$ cat src/rtl/cpt_pkg.sv
package cpt_pkg;
  localparam int SRC_W  = 3;
  localparam int CODE_W = 3;
  localparam int N_SRC  = 1 << SRC_W;
  localparam int N_INT  = N_SRC - 2;

  typedef struct packed {
    logic              freeze;
    logic              enable;
    logic [SRC_W-1:0]  src;
    logic [CODE_W-1:0] code;
  } ctrl_t;

  localparam int CTRL_W = $bits(ctrl_t);
endpackage

$ cat src/rtl/cpt_src_sel.sv
module cpt_src_sel
  import cpt_pkg::*;
(
  input  logic             clk,
  input  logic             rst_n,
  input  logic [SRC_W-1:0] src,
  input  logic [N_INT-1:0] int_tick,
  input  logic             ext_pin,
  output logic             tick
);
  logic [2:0]       sync_q;
  logic             pin_rise;
  logic             pin_fall;
  logic [N_SRC-1:0] cand;

  always_ff @(posedge clk or negedge rst_n) begin
    if (!rst_n) sync_q <= '0;
    else        sync_q <= {sync_q[1:0], ext_pin};
  end

  assign pin_rise = sync_q[1] & ~sync_q[2];
  assign pin_fall = ~sync_q[1] & sync_q[2];

  for (genvar i = 0; i < N_INT; i++) begin : g_int
    assign cand[i] = int_tick[i];
  end
  assign cand[N_SRC-2] = pin_rise;
  assign cand[N_SRC-1] = pin_fall;

  assign tick = cand[src];
endmodule

$ cat src/rtl/cpt_counter.sv
module cpt_counter
  import cpt_pkg::*;
#(
  parameter int CNT_W = 10
) (
  input  logic              clk,
  input  logic              rst_n,
  input  logic              enable,
  input  logic              freeze,
  input  logic [CODE_W-1:0] code,
  input  logic              keep_on_match,
  input  logic              tick,
  output logic [CNT_W-1:0]  count,
  output logic              on_rise,
  output logic              match_evt,
  output logic              ovf_evt
);
  localparam int LOW_W = CNT_W - CODE_W;

  logic [CNT_W-1:0] cnt_q;
  logic [CNT_W-1:0] nxt;
  logic             en_d;
  logic             step;
  logic             at_top;
  logic             hit;

  always_ff @(posedge clk or negedge rst_n) begin
    if (!rst_n) en_d <= 1'b0;
    else        en_d <= enable;
  end

  assign on_rise = enable & ~en_d;
  assign step    = enable & ~freeze & tick & ~on_rise;
  assign nxt     = cnt_q + 1'b1;
  assign at_top  = &cnt_q;

  always_comb begin
    if (code == '0) hit = at_top;
    else            hit = (nxt[CNT_W-1 -: CODE_W] == code) && (nxt[LOW_W-1:0] == '0);
  end

  assign match_evt = step & hit;
  assign ovf_evt   = step & at_top;

  always_ff @(posedge clk or negedge rst_n) begin
    if (!rst_n)                          cnt_q <= '0;
    else if (on_rise)                    cnt_q <= '0;
    else if (match_evt && !keep_on_match) cnt_q <= '0;
    else if (step)                       cnt_q <= nxt;
  end

  assign count = cnt_q;
endmodule

$ cat src/rtl/cpt_sticky.sv
module cpt_sticky (
  input  logic clk,
  input  logic rst_n,
  input  logic set_evt,
  input  logic clr_strobe,
  output logic flag
);
  always_ff @(posedge clk or negedge rst_n) begin
    if (!rst_n)          flag <= 1'b0;
    else if (set_evt)    flag <= 1'b1;
    else if (clr_strobe) flag <= 1'b0;
  end
endmodule

$ cat src/rtl/cpt_cmp_out.sv
module cpt_cmp_out (
  input  logic clk,
  input  logic rst_n,
  input  logic drive_en,
  input  logic init_lvl,
  input  logic on_rise,
  input  logic match_evt,
  output logic pin
);
  logic out_q;

  always_ff @(posedge clk or negedge rst_n) begin
    if (!rst_n)                     out_q <= 1'b0;
    else if (drive_en && on_rise)   out_q <= init_lvl;
    else if (drive_en && match_evt) out_q <= ~out_q;
  end

  assign pin = drive_en & out_q;
endmodule

$ cat src/rtl/coarse_period_timer.sv
module coarse_period_timer
  import cpt_pkg::*;
#(
  parameter int CNT_W = 10
) (
  input  logic              clk,
  input  logic              rst_n,
  input  logic              ctrl_wr,
  input  logic [CTRL_W-1:0] ctrl_wdata,
  input  logic              keep_on_match,
  input  logic              out_drive_en,
  input  logic              out_init,
  input  logic [N_INT-1:0]  int_tick,
  input  logic              ext_pin,
  input  logic              pmatch_clr,
  input  logic              ovf_clr,
  output logic [CNT_W-1:0]  count,
  output logic              pmatch_flag,
  output logic              ovf_flag,
  output logic              cmp_out
);
  localparam int N_FLAGS = 2;

  ctrl_t              ctrl_q;
  logic               en_q;
  logic               freeze_q;
  logic               tick;
  logic               on_rise;
  logic               match_evt;
  logic               ovf_evt;
  logic [N_FLAGS-1:0] flag_set;
  logic [N_FLAGS-1:0] flag_clr;
  logic [N_FLAGS-1:0] flag_q;

  always_ff @(posedge clk or negedge rst_n) begin
    if (!rst_n)       ctrl_q <= '0;
    else if (ctrl_wr) ctrl_q <= ctrl_t'(ctrl_wdata);
  end

  assign en_q     = ctrl_q.enable;
  assign freeze_q = ctrl_q.freeze;

  cpt_src_sel u_src (
    .clk      (clk),
    .rst_n    (rst_n),
    .src      (ctrl_q.src),
    .int_tick (int_tick),
    .ext_pin  (ext_pin),
    .tick     (tick)
  );

  cpt_counter #(.CNT_W(CNT_W)) u_cnt (
    .clk           (clk),
    .rst_n         (rst_n),
    .enable        (en_q),
    .freeze        (freeze_q),
    .code          (ctrl_q.code),
    .keep_on_match (keep_on_match),
    .tick          (tick),
    .count         (count),
    .on_rise       (on_rise),
    .match_evt     (match_evt),
    .ovf_evt       (ovf_evt)
  );

  assign flag_set = {ovf_evt, match_evt};
  assign flag_clr = {ovf_clr, pmatch_clr};

  for (genvar f = 0; f < N_FLAGS; f++) begin : g_flag
    cpt_sticky u_flag (
      .clk        (clk),
      .rst_n      (rst_n),
      .set_evt    (flag_set[f]),
      .clr_strobe (flag_clr[f]),
      .flag       (flag_q[f])
    );
  end

  assign pmatch_flag = flag_q[0];
  assign ovf_flag    = flag_q[1];

  cpt_cmp_out u_out (
    .clk       (clk),
    .rst_n     (rst_n),
    .drive_en  (out_drive_en),
    .init_lvl  (out_init),
    .on_rise   (on_rise),
    .match_evt (match_evt),
    .pin       (cmp_out)
  );
endmodule

$ cat config.mk
export PLATFORM = sky130hd
export DESIGN_NAME = coarse_period_timer
export DESIGN_NICKNAME = d
export VERILOG_FILES = /design/src/rtl/cpt_pkg.sv /design/src/rtl/cpt_src_sel.sv /design/src/rtl/cpt_counter.sv /design/src/rtl/cpt_sticky.sv /design/src/rtl/cpt_cmp_out.sv /design/src/rtl/coarse_period_timer.sv
export SDC_FILE = /design/constraint.sdc
export NUM_CORES = 1
export LEC_CHECK = 0
export CAP_MARGIN = 20
export CORE_AREA = 5 5 53 78
export DETAILED_ROUTE_END_ITERATION = 8
export DIE_AREA = 0 0 58 83
export DONT_BUFFER_PORTS = 1
export PLACE_DENSITY = 0.67
export SETUP_SLACK_MARGIN = 0.3
export SLEW_MARGIN = 5
export SYNTH_ARGS = -nofsm -noshare
export SYNTH_HDL_FRONTEND = slang
export SYNTH_SLANG_ARGS = --single-unit
$ cat constraint.sdc
create_clock -name clk -period 2.9 [get_ports clk]
set_input_delay 0.435 -clock clk [delete_from_list [all_inputs] [get_ports clk]]
set_output_delay 0.435 -clock clk [all_outputs]
set_load 0.05 [all_outputs]
==> impl_metrics.json, run 1 <==
{
  "p_int_uw": 526,
  "tritoncts": "done",
  "drt_iter0_markers": 40,
  "ys_ff_latch": 25,
  "crit_path_frequent_cell": "a21oi_1",
  "relSlewSlack_pct": 54.1,
  "slew_violations": 0,
  "p_seq_share_pct": 52.9,
  "layout-drive-gt1-share_pct": 20.8,
  "finalCriticalPeriod_ps": 2300,
  "grt_first_pass_wirelength_um": 5750,
  "placeableCoreArea_sq_um": 3380,
  "die_h_um": 83,
  "dpl.hpwl_um": 2500,
  "syn_to_final_growth_pct": 11.7,
  "fin_nets": 180,
  "clock_power_share_pct": 30.0,
  "chipWidth_um": 58,
  "whs_ps": 178,
  "power_density_nw_per_um2": 464,
  "worst_pin_slew_ps": 689,
  "clock_latency_ps": 270,
  "vias": 1125,
  "cp_slowest_stage_delay_ps": 370,
  "viasPerCell": 5.74,
  "final_cell_mix": "25 x dfrtp_1, 20 x nand2_1, 9 x mux2_2, 9 x buf_4, 8 x nor2_1",
  "io_buffers": 0,
  "fill_cells": 339,
  "crit_chain": "ha_1 > nand4_1 > nor2_2 > nand3_1 > a21oi_1 > nand4_2 > a21oi_1 > mux2i_1",
  "syn_nets": 170,
  "initial_core_util_pct": 42.3,
  "power_switching_uw": 216,
  "yosysSeqAreaShare_pct": 43.7,
  "status": "completed",
  "placedCellCount": 190,
  "post-route-worst-setup-slack_ps": 596,
  "gr-total-overflow": 0,
  "detail_route.wl_per_cell_um": 16.8,
  "antenna_cells": 0,
  "p_total_uw": 742,
  "rows": 26,
  "cp-end-kind": "register",
  "syn_area_sq_um": 1430,
  "cp.arrival_ps": 2510,
  "path_class": "reg -> reg",
  "final_cell_area_sq_um": 1600,
  "final_util_pct": 47.3,
  "pre_cts_ws_ps": 644,
  "cpMaxStageDelayCell": "dfrtp_1",
  "maxCapViolations": 0,
  "power.leakage_nw": 0.693,
  "numCtsBuffers": 3,
  "swShare_pct": 29.1,
  "post_cts_buffers": 0,
  "grt_pass1_vias": 1231,
  "htree_num_levels": 1,
  "antenna_found_initial": 0,
  "post_dp_cell_area_sq_um": 1520,
  "ys_types": 41,
  "fin_crit_sh_pct": 79.5,
  "cp-start-kind": "register",
  "critPathTopFamily": "simple AND/OR/NAND/NOR gates",
  "ir_drop_mv": 0.337,
  "yosys_warnings": 0,
  "clock_path_buffers": 2,
  "final_common_cell": "dfrtp_1",
  "final_hold_viol_count": 0,
  "die_area_sq_um": 4810,
  "critPathMaxFanout": 7,
  "cts_sinks": 25,
  "instances_no_fill": 196,
  "totalWireLength_um": 3290,
  "rsz0062_at_grt": "false",
  "ant_nets": 0,
  "ios": 36,
  "clk_root_buffer_cell": "clkbuf_8",
  "path_buf_inv": 0,
  "hp-class": "in -> reg",
  "cp_data_required_time_ps": 3100,
  "fmax_mhz": 434,
  "grt_max_degree": 26,
  "clkSlewWorstSetupHoldPaths_ps": 100,
  "track_usage_pct": 14.9,
  "drt_drc_violations_left": 0,
  "synthCells": 145,
  "clock_skew_ps": 4.60,
  "p_comb_share_pct": 17.1,
  "place.gp.congestion": 0.944,
  "syn-mean-instance-area_sq_um": 9.87,
  "finalSetupViolCount": 0,
  "first_pass_iters": 4,
  "finalSetupTns_ps": 0
}
[cells in the mapped netlist (all sizes together)]
| cell type | n | share of area [%] |
|---|---|---|
| o31ai | 1 | 0.52 |
| and4 | 1 | 0.61 |
| o21a | 1 | 0.52 |
| xor2 | 1 | 0.61 |
| mux2i | 3 | 2.1 |
| nand3b | 3 | 1.6 |
| o32a | 1 | 0.70 |
| nor2b | 4 | 1.7 |
| nand4 | 3 | 1.7 |
| or4 | 1 | 0.79 |
| nand3 | 8 | 3.1 |
| o22ai | 3 | 1.7 |
| nor3 | 5 | 1.7 |
| and3 | 1 | 0.44 |
| or3 | 1 | 0.44 |
| o221ai | 3 | 1.8 |
| a21o | 1 | 0.52 |
| and2 | 4 | 1.7 |
| ha | 2 | 1.7 |
| mux4 | 2 | 3.1 |
| dfrtp | 25 | 44 |
| mux2 | 9 | 7.1 |
| buf | 3 | 1.4 |
| nor2 | 10 | 3.9 |
| a22o | 1 | 0.61 |
| clkbuf | 3 | 0.87 |
| nand2b | 1 | 0.44 |
| xnor2 | 4 | 2.4 |
| o21ai | 9 | 3.4 |
| inv | 5 | 1.3 |
| a21oi | 6 | 2.1 |
| nand2 | 20 | 5.2 |
[layer usage]
metal  vias to the layer above  GRT usage, %  wire length [um]
li1                        534             -                 -
met1                       545          16.6              1230
met2                        40          26.6              1810
met3                         6          3.73               203
met4                         0          5.27                54
met5                         -             0                 0
[repair_timing]
item | 4_1_cts | 5_1_grt
hold endpoints to repair | 25 | 0
endpoints found under the setup margin | 0 | 0
hold buffers | 2 | 0
resized for setup | 0 | 0
[cells by family after synthesis]
group	share of synthesized area, %
DFF	43.7
muxes	12.3
AOI/OAI and AO/OA	12.0
buffers and inverters	3.58
xor gates and xnor gates	3.06
and+or+nand+nor	23.6
adders and majority gates	1.75
[sequential cells by signal, summed over array words and instances, names as in the netlist]
signal and count:
en_q 1, freeze_q 1, u_cnt.en_d 1, u_out.out_q 1, ctrl_q 6, u_cnt.count 10
g_flag.u_flag.flag 2, u_src.sync_q 3
[cell type report]
class	instances	area (sq um)	area share, %
Multi-Input combinational cell	109	754	47.2
Sequential cell	25	626	39.1
Timing Repair Buffer	11	97.6	6.10
Tap cell	42	52.6	3.29
Clock buffer	3	41.3	2.58
Inverter	5	18.8	1.17
Clock inverter	1	8.76	0.548
[power by group through the flow]
stage	Combinational (mW)	Clock (mW)	Sequential, mW
floorplan	0.0796	0	0.413
global placement	0.113	0	0.399
detailed placement	0.117	0	0.400
CTS	0.129	0.224	0.393
global route	0.142	0.239	0.397
finish	0.127	0.223	0.392
[worst paths after layout]
check	slack [ps]	depth (start not counted)	start	endpoint
max reg2reg	600	8	u_cnt.count[0]	u_out.out_q
min reg2reg	360	0	u_src.sync_q[0]	u_src.sync_q[1]
min in group asynchronous	600	2	rst_n	ctrl_q[4]
min	180	0	ext_pin	u_src.sync_q[0]
max	600	8	u_cnt.count[0]	u_out.out_q
max in group asynchronous	2160	2	rst_n	u_cnt.count[5]
(Power assumes the default switching activity.)
==> run 2: changes to the inputs <==
ABC_AREA = 1   (was default)
PLACE_DENSITY = 0.66   (was 0.67)
clock period = 2.15 ns   (was 2.9 ns; I/O delays follow)
==> run 2 against run 1 <==
  * Routed wire length decreased by 1.4%
  * Hold slack got worse by 110 ps
  * Power increased by 37%
  * Worst setup slack got worse by 230 ps
  * Global-route usage decreased by 0.86 points
  * Critical path depth increased by 2
  * Sequential cell count unchanged
  * Via count increased by 12%
  * Register-to-register slack got worse by 230 ps
  * Sequential power increased by 35%
==> impl_metrics.json, run 2 <==
{
  "die_area_sq_um": 4810,
  "grt_pass1_vias": 1288,
  "drt_iter0_markers": 41,
  "critPathMaxFanout": 7,
  "ys_types": 24,
  "synth-async-reset-ratio_pct": 100,
  "clkSlewWorstSetupHoldPaths_ps": 90,
  "clock_latency_ps": 270,
  "detail_route.wl_per_cell_um": 12.9,
  "worst_pin_slew_ps": 492,
  "vias": 1258,
  "clock_skew_ps": 4.16,
  "ir_drop_mv": 0.467,
  "syn_nets": 216,
  "r2r-end": "u_cnt.count[0]",
  "cp_data_required_time_ps": 2320,
  "maxCapViolations": 0,
  "io_buffers": 0,
  "hp-class": "in -> reg",
  "crit_chain": "ha_4 > nand2_4 > nor2_4 > nand3_2 > nor2_2 > nand4_1 > o21ai_4 > nand3_4 > nand3_1 > o21ai_1",
  "multi_input_area_sq_um": 772,
  "place.gp.congestion": 0.896,
  "fin_crit_sh_pct": 83.0,
  "layout-drive-gt1-share_pct": 28.6,
  "final_common_cell": "nand2_1",
  "drt_drc_violations_left": 0,
  "register_area_sq_um": 631,
  "synth_edf_count": 0,
  "syn_to_final_growth_pct": 26.6,
  "finalSetupTns_ps": 0,
  "dpl.hpwl_um": 2390,
  "track_usage_pct": 14.1,
  "first_pass_iters": 4,
  "startpoint": "u_cnt.count[1]",
  "cp-end-kind": "register",
  "critPathTopFamily": "simple AND/OR/NAND/NOR gates",
  "cts_sinks": 25,
  "ant_nets": 0,
  "initial_core_util_pct": 41.4,
  "synthCells": 191,
  "final_hold_viol_count": 0,
  "clk_root_buffer_cell": "clkbuf_8",
  "syn_area_sq_um": 1400,
  "tritoncts": "done",
  "grt_max_degree": 26,
  "path_buf_inv": 0,
  "ios": 36,
  "reg2reg_depth": 10,
  "antenna_found_initial": 0,
  "r2r_start": "u_cnt.count[1]",
  "yosysSeqAreaShare_pct": 44.7,
  "largest_register_ffs": 10,
  "yosys.area.top_type_share_pct": 44.7,
  "relSlewSlack_pct": 67.2,
  "fin_nets": 236,
  "die_h_um": 83,
  "totalWireLength_um": 3240,
  "cp.arrival_ps": 1950,
  "fill_cells": 321,
  "clock_path_buffers": 2,
  "synth_area_leaders": "dfrtp_1 45%, nand2_1 17%, inv_1 6.7%, nand3_1 6.1%, o21ai_0 5.4%",
  "htree_num_levels": 1,
  "syn-mean-instance-area_sq_um": 7.33,
  "path_class": "reg -> reg",
  "finalSetupViolCount": 0,
  "power_density_nw_per_um2": 571,
  "antenna_cells": 0,
  "numCtsBuffers": 3,
  "cp_slowest_stage_delay_ps": 420,
  "synth_commonest_cells": "62 x nand2_1, 25 x dfrtp_1, 25 x inv_1, 17 x nand3_1, 16 x nor2_1",
  "power.leakage_nw": 0.821,
  "finalCriticalPeriod_ps": 1780,
  "post_dp_cell_area_sq_um": 1540,
  "yosys_warnings": 0,
  "final_cell_area_sq_um": 1770,
  "grt_first_pass_wirelength_um": 5430,
  "yosysTopAreaCell": "dfrtp_1",
  "synth-main-ff-cell": "dfrtp_1",
  "viasPerCell": 4.99,
  "placeableCoreArea_sq_um": 3380,
  "slew_violations": 0,
  "fmax_mhz": 561,
  "cp-start-kind": "register",
  "final_cell_mix": "51 x nand2_1, 24 x inv_1, 21 x dfrtp_1",
  "synth.most_common_cell": "nand2_1",
  "crit_end": "u_cnt.count[0]",
  "final_util_pct": 52.4,
  "chipWidth_um": 58,
  "worst-path-stages": 10,
  "rsz0062_at_grt": "true",
  "reg2reg_slack_ps": 370,
  "cpMaxStageDelayCell": "dfrtp_2",
  "status": "completed",
  "rows": 26,
  "gr-total-overflow": 0,
  "ys_ff_latch": 25
}
run 2: changes by cell type after synthesis, moves of 4 or more:
cell     before  now
mux2_2        9    0
inv_2         0    4
o21ai_0       4   15
inv_1         5   25
nor2b_1       4    0
nand2_1      20   62
nand3_1       7   17
a21oi_1       6    2
and2_1        4    0
nor3_1        5    1
nor2_1        8   16
xnor2_1       4    0
run 2: cells by family after synthesis:
logic type               after synthesis  synth area share [%]
buffers and inverters                 30                  8.04
XOR/XNOR                               1                 0.626
AND/OR/NAND/NOR                      106                  33.9
AO/OA/AOI/OAI                         27                  11.0
flip-flops                            25                  44.7
adder cells (fa/ha/maj)                2                  1.79
run 2: routing by layer:
| layer | share of wire (%) | track usage [%] |
|---|---|---|
| met5 | 0 | 0 |
| met4 | 2.6 | 6.33 |
| met1 | 41 | 17.2 |
| met2 | 50 | 23.0 |
| met3 | 6.4 | 3.11 |
run 2: worst reg2reg max path, stage by stage, from the launching register on:
cell and delay (ps):
dfrtp_2 420, ha_4 200, nand2_4 60, nor2_4 130, nand3_2 120, nor2_2 120, nand4_1 170, o21ai_4 130
nand3_4 150, nand3_1 90, o21ai_1 70
run 2: report_power, final:
part / leakage, nW / internal (mW) / total [mW] / switching, mW
registers: 0.317 / 0.502 / 0.530 / 0.0278
clock network: 0.0217 / 0.132 / 0.288 / 0.157
logic: 0.482 / 0.0659 / 0.194 / 0.128
total: 0.821 / 0.700 / 1.01 / 0.313
run 2: final cells by class:
| class | instances | area share, % |
|---|---|---|
| clock buffer | 3 | 2.33 |
| clock inverter | 1 | 0.423 |
| inverter | 29 | 6.14 |
| multi-input combinational | 136 | 43.5 |
| sequential | 25 | 35.6 |
| tap | 42 | 2.96 |
| timing repair buffer | 16 | 9.03 |
run 2: worst min-delay path by stage:
stage,from,end,slack [ps],cells after the start
CTS,ext_pin,u_src.sync_q[0],70,0
detailed placement,rst_n,u_cnt.count[4],30,0
finish,ext_pin,u_src.sync_q[0],70,0
floorplan,rst_n,ctrl_q[0],30,0
global placement,rst_n,u_cnt.count[4],30,0
global route,ext_pin,u_src.sync_q[0],60,0
run 2: repair_timing:
item,in CTS,in global routing
endpoints found under the hold margin,25,0
resized for setup,2,33
hold buffers,2,0
pin swaps,0,14
setup endpoints to repair,2,8
buffers inserted,0,4
run 2: per-stage QoR:
stage	cells	setup WS, ps	hold slack, ps	total power [mW]
floorplan	191	322	26.9	0.661
global placement	242	342	27.5	0.691
detailed placement	242	321	27.6	0.693
CTS	248	328	70.3	0.999
global route	252	244	57.9	1.07
finish	252	367	70.7	1.01
==> run 3: changes to the inputs <==
ABC_AREA = 0   (was 1)
PLACE_DENSITY = 0.69   (was 0.66)
clock period = 1.6 ns   (was 2.15 ns; I/O delays follow)
==> run 3 against run 2 <==
  * Hold slack worse by 0.82 ps
  * Clock power up 31%
  * The run now ends with negative setup slack left
  * Global-route usage up 2.5 points
  * Largest power group unchanged
==> impl_metrics.json, run 3 (synthesis gave the netlist of run 1 again) <==
{
  "reg2reg_slack_ps": -370,
  "fmax_mhz": 508,
  "final_cell_area_sq_um": 2140,
  "fill_cells": 258,
  "grtUsageMet2_pct": 28.9,
  "reg2reg_depth": 7,
  "place.gp.congestion": 0.899,
  "hp-class": "in -> reg",
  "crit_chain": "nor2b_4 > mux4_2 > mux2i_2 > or3_4 > nor2_8 > o21a_1 > mux2_2",
  "whs_path_depth": 1,
  "cp_slowest_stage_delay_ps": 470,
  "r2r-end": "u_cnt.count[0]",
  "grt_max_degree": 26,
  "cts_sinks": 25,
  "cp.arrival_ps": 2120,
  "final_common_cell": "buf_4",
  "rows": 26,
  "placedCellCount": 222,
  "power.leakage_nw": 0.953,
  "numCtsBuffers": 3,
  "cp-start-kind": "register",
  "htree_num_levels": 1,
  "initial_core_util_pct": 42.3,
  "clock_path_buffers": 2,
  "fin_crit_sh_pct": 123,
  "grt_pass1_vias": 1422,
  "die_h_um": 83,
  "clock_latency_ps": 270,
  "vias": 1317,
  "clkSlewWorstSetupHoldPaths_ps": 90,
  "clk_root_buffer_cell": "clkbuf_8",
  "post-route-worst-setup-slack_ps": -367,
  "tritoncts": "done",
  "gr-max-usage-layer": "met2",
  "finalCriticalPeriod_ps": 1970,
  "slew_violations": 0,
  "track_usage_pct": 16.6,
  "chipWidth_um": 58,
  "r2r_start": "u_src.sync_q[1]",
  "instances_no_fill": 241,
  "placeableCoreArea_sq_um": 3380,
  "relSlewSlack_pct": 66.5,
  "rsz0062_at_grt": "true",
  "clock_skew_ps": 6.72,
  "finalSetupViolCount": 13,
  "syn_to_final_growth_pct": 49.8,
  "critPathMaxFanout": 3,
  "cp_data_required_time_ps": 1760,
  "whs_endpoint": "g_flag[1].u_flag.flag",
  "first_pass_iters": 4,
  "grt_first_pass_wirelength_um": 6440,
  "largest_register_ffs": 10,
  "worst_pin_slew_ps": 502,
  "antenna_cells": 0,
  "fin_nets": 225,
  "final_cell_mix": "44 x buf_4, 15 x nand2_1, 15 x dfrtp_1",
  "layout-drive-gt1-share_pct": 56.3,
  "p_total_mw": 1.48,
  "drt_iter0_markers": 35,
  "ir_drop_mv": 0.529,
  "detail_route.wl_per_cell_um": 16.0,
  "antenna_found_initial": 0,
  "final_hold_viol_count": 0,
  "finalSetupTns_ps": -3880,
  "gr-total-overflow": 0,
  "maxCapViolations": 0,
  "use_met3_pct": 3.73,
  "cp-end-kind": "register",
  "status": "finished with violations",
  "dpl.hpwl_um": 2760,
  "io_buffers": 0,
  "cpMaxStageDelayCell": "mux4_2",
  "ant_nets": 0,
  "viasPerCell": 5.46,
  "power_density_nw_per_um2": 691,
  "grtUsageMet1_pct": 19.1,
  "min-delay-start": "ovf_clr",
  "totalWireLength_um": 3860,
  "post_dp_cell_area_sq_um": 1820,
  "path_class": "reg -> reg",
  "final_util_pct": 63.4,
  "ios": 36,
  "violations": "negative setup slack",
  "die_area_sq_um": 4810,
  "drt_drc_violations_left": 0
}
[run 3: changes by cell type in the layout (fill, tap and decap cells not counted), sizes merged, moves of 8 or more]
cell,delta
nand2,-44
buf,+38
nand3,-12
mux2,+9
nor2,-8
inv,-24
o21ai,-15
[run 3: timing repair]
item / CTS / global route
buffers inserted: 7 / 4
hold endpoints to repair: 26 / 0
setup endpoints to repair: 15 / 16
gates resized for setup: 21 / 15
pin swaps: 8 / 9
hold buffers: 3 / 0
cloned: 0 / 1
[run 3: area by class of cell]
| type | instances | area, sq um | area share (%) |
|---|---|---|---|
| Multi-Input combinational cell | 109 | 887 | 41.4 |
| Sequential cell | 25 | 638 | 29.8 |
| Timing Repair Buffer | 56 | 502 | 23.4 |
| Tap cell | 42 | 52.6 | 2.45 |
| Clock buffer | 3 | 41.3 | 1.93 |
| Inverter | 5 | 18.8 | 0.875 |
| Clock inverter | 1 | 5.00 | 0.233 |
[run 3: worst max path at each step]
stage,start,end,slack (ps)
after floorplan,u_cnt.count[5],u_cnt.count[0],-520
after global placement,u_src.sync_q[1],u_out.out_q,-360
after detailed placement,ctrl_q[3],u_out.out_q,-470
after CTS,u_cnt.count[0],u_cnt.count[0],-350
after global routing,u_cnt.count[0],u_cnt.count[0],-450
final,u_src.sync_q[1],u_cnt.count[0],-370
[run 3: critical path, delay by kind of cell, from the launching register on]
| family | cells | cell delay, ps |
|---|---|---|
| muxes | 3 | 930 |
| and+or+nand+nor | 3 | 380 |
| DFF | 1 | 430 |
| AOI/OAI and AO/OA | 1 | 120 |
[run 3: metrics by stage]
stage	hold slack (ps)	setup WS, ps
2_1_floorplan	-55.6	-519
3_5_place_dp	-54.9	-467
6_report	69.9	-367
4_1_cts	65.4	-346
3_3_place_gp	-54.9	-363
5_1_grt	53.2	-451
[run 3: metal layers]
| layer | vias to the layer above | wire length (um) | part of all wire [%] |
|---|---|---|---|
| met2 | 45 | 2090 | 54 |
| met4 | 0 | 89 | 2.3 |
| met1 | 639 | 1440 | 37 |
| li1 | 624 | - | - |
| met5 | - | 0 | 0 |
| met3 | 9 | 237 | 6.1 |
[run 3: power breakdown]
part	total (mW)	internal (mW)	switching, mW	leakage [nW]
Clock	0.376	0.174	0.201	0.0255
Sequential	0.715	0.674	0.0405	0.303
Combinational	0.390	0.214	0.176	0.624
